<file path="src/rtl/ctx_save_seq.sv">
module ctx_save_seq #(
  parameter int XLEN = 32,
  parameter int AW   = 32,
  parameter int NCSR = 4
) (
  input  logic                   clk,
  input  logic                   rst_n,
  input  logic                   start,
  input  logic [AW-1:0]          base,
  input  logic [NCSR*XLEN-1:0]   csr_in,
  input  logic [XLEN-1:0]        scratch,
  output logic [4:0]             rf_raddr_a,
  input  logic [XLEN-1:0]        rf_rdata_a,
  output logic [4:0]             rf_raddr_b,
  input  logic [XLEN-1:0]        rf_rdata_b,
  output logic                   mem_valid,
  input  logic                   mem_ready,
  output logic [AW-1:0]          mem_addr,
  output logic [2*XLEN-1:0]      mem_data,
  output logic                   busy,
  output logic                   done,
  output logic                   flag_clr
);
  localparam int NSLOT = NCSR + 31;
  localparam int NBEAT = (NSLOT + 1) / 2;
  localparam int BW    = $clog2(NBEAT + 1);
  localparam int AB    = $clog2(XLEN / 8);
  localparam int BEATB = 2 * XLEN / 8;

  logic [BW-1:0]   beat;
  logic [AW-1:0]   base_q;
  logic            busy_q, done_q;
  logic [XLEN-1:0] lo_w, hi_w;

  wire last = (beat == BW'(NBEAT - 1));

  always_ff @(posedge clk) begin
    if (!rst_n) begin
      busy_q <= 1'b0;
      done_q <= 1'b0;
      beat   <= '0;
      base_q <= '0;
    end else begin
      done_q <= busy_q && mem_ready && last;
      if (!busy_q) begin
        if (start) begin
          busy_q <= 1'b1;
          beat   <= '0;
          base_q <= {base[AW-1:AB], {AB{1'b0}}};
        end
      end else if (mem_ready) begin
        if (last) busy_q <= 1'b0;
        else      beat   <= beat + 1'b1;
      end
    end
  end

  function automatic logic [4:0] reg_of(input int s);
    if (s >= NCSR && s < NSLOT) return 5'(s - NCSR + 1);
    return 5'd0;
  endfunction

  function automatic logic [XLEN-1:0] slot_word(input int s, input logic [XLEN-1:0] rd,
                                                input logic [NCSR*XLEN-1:0] cw,
                                                input logic [XLEN-1:0] scr);
    logic [XLEN-1:0] w;
    w = '0;
    for (int i = 0; i < NCSR; i++)
      if (s == i) w = cw[i*XLEN +: XLEN];
    if (s == NCSR)                 w = scr;
    else if (s > NCSR && s < NSLOT) w = rd;
    return w;
  endfunction

  always_comb begin
    int slo;
    slo        = 2 * int'(beat);
    rf_raddr_a = reg_of(slo);
    rf_raddr_b = reg_of(slo + 1);
    lo_w       = slot_word(slo, rf_rdata_a, csr_in, scratch);
    hi_w       = slot_word(slo + 1, rf_rdata_b, csr_in, scratch);
  end

  assign mem_valid = busy_q;
  assign mem_data  = {hi_w, lo_w};
  assign mem_addr  = base_q + AW'(int'(beat) * BEATB);
  assign busy      = busy_q;
  assign done      = done_q;
  assign flag_clr  = done_q;

  assert_stall_hold_R7: assert property (@(posedge clk) disable iff (!rst_n)
    mem_valid && !mem_ready |=> mem_valid && $stable(mem_addr));
  assert_step_R7: assert property (@(posedge clk) disable iff (!rst_n)
    mem_valid && mem_ready && busy |=> !busy || mem_addr == $past(mem_addr) + AW'(BEATB));
  assert_align_R6: assert property (@(posedge clk) disable iff (!rst_n)
    mem_valid |-> mem_addr[AB-1:0] == '0);
  assert_done_pulse_R8: assert property (@(posedge clk) disable iff (!rst_n)
    done |=> !done);
  assert_done_idle_R8: assert property (@(posedge clk) disable iff (!rst_n)
    done |-> !busy && $past(mem_valid && mem_ready));
  assert_flag_only_R9: assert property (@(posedge clk) disable iff (!rst_n)
    flag_clr |-> $fell(busy));
  assert_ignore_start_R10: assert property (@(posedge clk) disable iff (!rst_n)
    busy && start && !mem_ready |=> busy && $stable(mem_addr));
  assert_no_x0_R3: assert property (@(posedge clk) disable iff (!rst_n)
    mem_valid && int'(beat) * 2 >= NCSR |-> rf_raddr_a != 5'd0);
endmodule

</file>
<file path="config.mk">
export PLATFORM = sky130hd
export DESIGN_NAME = ctx_save_seq
export DESIGN_NICKNAME = d
export VERILOG_FILES = /design/src/rtl/ctx_save_seq.sv
export SDC_FILE = /design/constraint.sdc
export NUM_CORES = 1
export LEC_CHECK = 0
export BUFFER_PORTS_ARGS = -buffer_cell sky130_fd_sc_hd__buf_2
export CAP_MARGIN = 10
export CELL_PAD_IN_SITES_DETAIL_PLACEMENT = 0
export CELL_PAD_IN_SITES_GLOBAL_PLACEMENT = 1
export CORE_AREA = 5 5 140 142
export CTS_CLUSTER_SIZE = 25
export DETAILED_ROUTE_END_ITERATION = 8
export DIE_AREA = 0 0 145 147
export HOLD_SLACK_MARGIN = 0.03
export PLACE_DENSITY = 0.87
export SLEW_MARGIN = 20
export SYNTH_ARGS = -nofsm -noshare
export SYNTH_HDL_FRONTEND = slang
export SYNTH_SLANG_ARGS = --single-unit
</file>
<file path="constraint.sdc">
create_clock -name clk -period 2.7 [get_ports clk]
set_input_delay 0.135 -clock clk [delete_from_list [all_inputs] [get_ports clk]]
set_output_delay 0.135 -clock clk [all_outputs]
set_load 0.02 [all_outputs]
</file>
==> results by stage <==
Die:
- Row generation in the floorplan step produced 50 rows.
- The die outline area is 21320 sq um.
- The die span in x is 145 um.
- 370 I/O pins were placed.
- The floorplan step set the die height to 147 um.
- The starting density of the core is 0.2111.
- The area of the placeable core is 18330 sq um.

Synthesis:
- The average instance in the mapped netlist occupies 6.998 sq um.
- Yosys mapped a number of flops with a built-in enable equal to 0.
- The portion of synthesized area spent on multiplexers is 0.
- The number of instances in the synthesized netlist is 553.
- For this run, asynchronously set or reset flops after synthesis account for 0.
- The post-synthesis cell type with the largest combined area is sky130_fd_sc_hd__dfxtp_1.
- Counting flops and latches in the post-synthesis netlist gives 37.
- The xor/xnor cell area share of the yosys netlist is 0.07242.
- Sorting the synthesized cells by how often they occur yields sky130_fd_sc_hd__nand2_1, sky130_fd_sc_hd__a22oi_1, sky130_fd_sc_hd__nor2_1.
- The synthesized-area fraction occupied by ao, oa, aoi and oai cells is 0.3796.
- The adder-cell share of the synthesized area is 0.04397.
- For this run, the leading register cell type out of synthesis is sky130_fd_sc_hd__dfxtp_1.
- The dominant combinational cell family by area after synthesis is compound AO/OA/AOI/OAI gates.
- The number of distinct standard cells referenced by the synthesized netlist is 50.
- After synthesis the cells add up to 3870 sq um.
- The share of synthesized area in the top cell type comes to 0.1914.
- The count of synthesis-stage warnings from yosys is 0.
- The simple-gate area share of the yosys netlist is 0.2422.
- The sequential area share after synthesis is 0.1914.
- The most used standard cell by instance count after synthesis is sky130_fd_sc_hd__nand2_1.
- Yosys attributes the largest share of cell area to sky130_fd_sc_hd__dfxtp_1, sky130_fd_sc_hd__a22oi_1, sky130_fd_sc_hd__nand2_1.

Worst setup path:
- The cell type of the slowest stage on the worst timing path is sky130_fd_sc_hd__fa_1.
- The buffers plus inverters on the worst setup path is 2.
- For flop-to-flop paths, the worst setup slack is 0.98 ns.
- Grouping stages by cell kind, the critical path spends the most delay in adder cells.
- The signal on the critical path passes through ha_1 -> fa_1 -> a211o_1 -> a21oi_1 -> buf_4 -> nor4b_1 -> xor2_1 -> buf_2.
- The largest fanout on the critical path is 12.
- The worst setup path is captured at an output port.
- Data on the critical path is required at its endpoint by 2.57 ns.
- In this run the critical register-to-register path is launched from beat[0].
- For this run, the slowest stage of the critical path takes 0.43 ns.
- The count of cells along the worst register-to-register path is 7.
- The capture point of the worst reg-to-reg path is beat[0].
- STA puts the critical path data arrival time at 2.42 ns.
- The critical path is of the register to output port type.
- The worst setup path is launched from a register.

Min path:
- The hold path depth is 3.
- The path with the worst hold slack has its endpoint at base_q[19].
- In this run the most critical hold path is launched from base[19].
- The kind of path behind the tightest hold check is primary input to register.

Route:
- The total wire length is 19.56 mm.
- The first routing iteration left 307 violations.
- The number of design rule violations left after detail routing is 0.
- In the final routed layout, each cell accounts on average for 17.36 um.
- The vias per cell is 4.840.
- The first detailed-routing pass took 5 iterations.
- The count of nets left with antenna violations after detail routing is 0.
- The detailed-route via count is 5455.

Timing:
- The clock period could shrink to 2.558 ns.
- The maximum frequency from static timing analysis is 390.9 MHz.
- Setup violations remaining at the end of the flow were counted as 0.
- The minimum setup slack in the final design is 0.1417 ns.
- On the final layout, the worst clock skew is 0.002647 ns.
- The final max-slew violation count is 0.
- The worst slew margin relative to its limit is 0.6266.
- The worst hold slack is 0.1055 ns.
- The final-report hold violation count is 0.
- Setup repair after global routing left no endpoint under its margin.
- The setup TNS is 0 ns.
- The actual slew at the worst max-slew pin is 0.5600 ns.
- Dividing the final minimum period by the clock period gives 0.9475.

Clocking:
- The tree built by TritonCTS fans out to 37 sinks.
- The clock-pin slew reported for the worst setup and hold paths after clock tree synthesis is 0.05 ns.
- Counting the buffers created by CTS gives 5.
- The cts-stage hold buffer count is 0.
- The depth of the CTS H-tree is 2.
- The clock insertion delay at the later pin of the skew report is 0.27 ns.
- TritonCTS built the clock tree.
- Counting along the longest clock path gives a buffer depth of 2.
- The root cell of the clock tree is sky130_fd_sc_hd__clkbuf_16.

GRT:
- The first-pass GRT wire length is 29.44 mm.
- The total overflow left after global routing is 0.
- The number of global-route vias before repair is 5237.
- The initial antenna violation count is 4.
- Entering global routing, the biggest net connects 39 pins.
- Across every metal layer, demand over resource in global routing totals 0.1681.

Placement:
- Before CTS, the worst setup slack after placement is 0.3623 ns.
- The cell area reported after detailed placement is 5954 sq um.
- Buffers placed on the I/O ports in this run total 364.
- The estimated wirelength of the detail-placed design is 16.18 mm.
- Including well taps, the total number of placed cells is 1118.
- Routability-driven placement finished with a final weighted congestion of 0.9192.

Cells and area:
- The share of layout cells above drive strength 1 is 0.4635.
- Once layout is complete, the cells apart from fillers number 1127.
- The number of nets in the finished design is 1164.
- The layout filler cell count is 1998.
- The layout overhead on the synthesized area is 57.84%.
- The finished cells cover 6108 sq um.

Power:
- The maximum resistive drop on vdd is 0.2109 mV.
- The leakage component of the power is 0.003212 uW.
- For this design the ratio of total power to cell area is 340.8 nW/um^2.

Run:
- Across the run, the number of max-cap violations was 0.

Run status:
- The run finished with clean final reports.
==> cell usage in the layout (no fill, tap or decap), types with 5 or more instances in the layout <==
| cell type | count |
|---|---|
| sky130_fd_sc_hd__a21boi_0 | 31 |
| sky130_fd_sc_hd__a21oi_1 | 36 |
| sky130_fd_sc_hd__clkbuf_16 | 5 |
| sky130_fd_sc_hd__o21ai_0 | 30 |
| sky130_fd_sc_hd__a32oi_1 | 21 |
| sky130_fd_sc_hd__nand2_1 | 83 |
| sky130_fd_sc_hd__nor3_1 | 10 |
| sky130_fd_sc_hd__nand4_1 | 5 |
| sky130_fd_sc_hd__dfxtp_1 | 35 |
| sky130_fd_sc_hd__o21ai_1 | 14 |
| sky130_fd_sc_hd__buf_2 | 364 |
| sky130_fd_sc_hd__buf_4 | 19 |
| sky130_fd_sc_hd__xor2_1 | 26 |
| sky130_fd_sc_hd__a22oi_1 | 64 |
| sky130_fd_sc_hd__ha_1 | 12 |
| sky130_fd_sc_hd__nor2_1 | 48 |
| sky130_fd_sc_hd__nand3_1 | 8 |
| sky130_fd_sc_hd__a22o_1 | 11 |
| sky130_fd_sc_hd__xnor2_1 | 6 |
| sky130_fd_sc_hd__inv_1 | 5 |
==> logic make-up (layout without fill, tap and decap cells) <==
kind of cell / after synthesis / in the layout
and+or+nand+nor: 191 / 191
xor gates and xnor gates: 32 / 32
buffers and inverters: 62 / 398
DFF: 37 / 37
AOI/OAI and AO/OA: 217 / 217
adders and majority gates: 13 / 13
other: 1 / 5
==> registers in the layout, indices dropped and copies added, names as in the netlist <==
signal,flops
beat,5
base_q,30
done,1
busy,1
==> worst max path at each step <==
stage | from | endpoint | slack, ns | cells past startpoint
2_1_floorplan | beat[0] | mem_addr[13] | 0.43 | 7
3_3_place_gp | beat[0] | mem_data[49] | 0.41 | 8
3_5_place_dp | beat[2] | mem_data[1] | 0.36 | 9
4_1_cts | beat[2] | mem_data[1] | 0.06 | 9
5_1_grt | beat[0] | mem_data[35] | 0.003 | 8
6_report | beat[0] | mem_addr[17] | 0.14 | 8
==> worst reg2reg max path: cells and delay by family, from the launching register on <==
| kind | cells | cell delay (ns) |
|---|---|---|
| AOI/OAI and AO/OA | 1 | 0.17 |
| adders and majority gates | 1 | 0.21 |
| DFF | 1 | 0.34 |
| and+or+nand+nor | 3 | 0.56 |
| buffers and inverters | 2 | 0.36 |
==> power breakdown <==
part           internal (uW)  switching, uW
Clock                    362            211
Combinational            380            523
Sequential               574           31.4
==> routing by layer <==
layer | routed length [um] | GRT usage | vias to the layer above
li1 | - | - | 2697
met4 | 283 | 0.03484 | 4
met1 | 7737 | 0.2026 | 2478
met2 | 9943 | 0.3028 | 254
met3 | 1572 | 0.04102 | 22
met5 | 27 | 0 | -
==> what timing repair did <==
action,4_1_cts,5_1_grt
buffers inserted,0,0
endpoints found under the setup margin,0,23
gates resized for setup,0,3
==> stage by stage <==
| stage | total power (uW) | utilization |
|---|---|---|
| 5_1_grt | 2212 | 0.3332 |
| 6_report | 2082 | 0.3332 |
| 3_5_place_dp | 1524 | 0.3248 |
| 3_3_place_gp | 1520 | 0.3248 |
| 4_1_cts | 2111 | 0.3326 |
| 2_1_floorplan | 1094 | - |
==> area by class of cell <==
| type | instances | area, sq um | area share |
|---|---|---|---|
| multi-input combinational | 456 | 2882 | 0.4717 |
| timing repair buffer | 386 | 2024 | 0.3314 |
| sequential | 37 | 743.2 | 0.1217 |
| tap | 234 | 292.8 | 0.04793 |
| clock buffer | 7 | 142.6 | 0.02335 |
| inverter | 5 | 18.77 | 0.003073 |
| antenna | 2 | 5.005 | 0.0008193 |
Power figures use the tool's default switching activity.
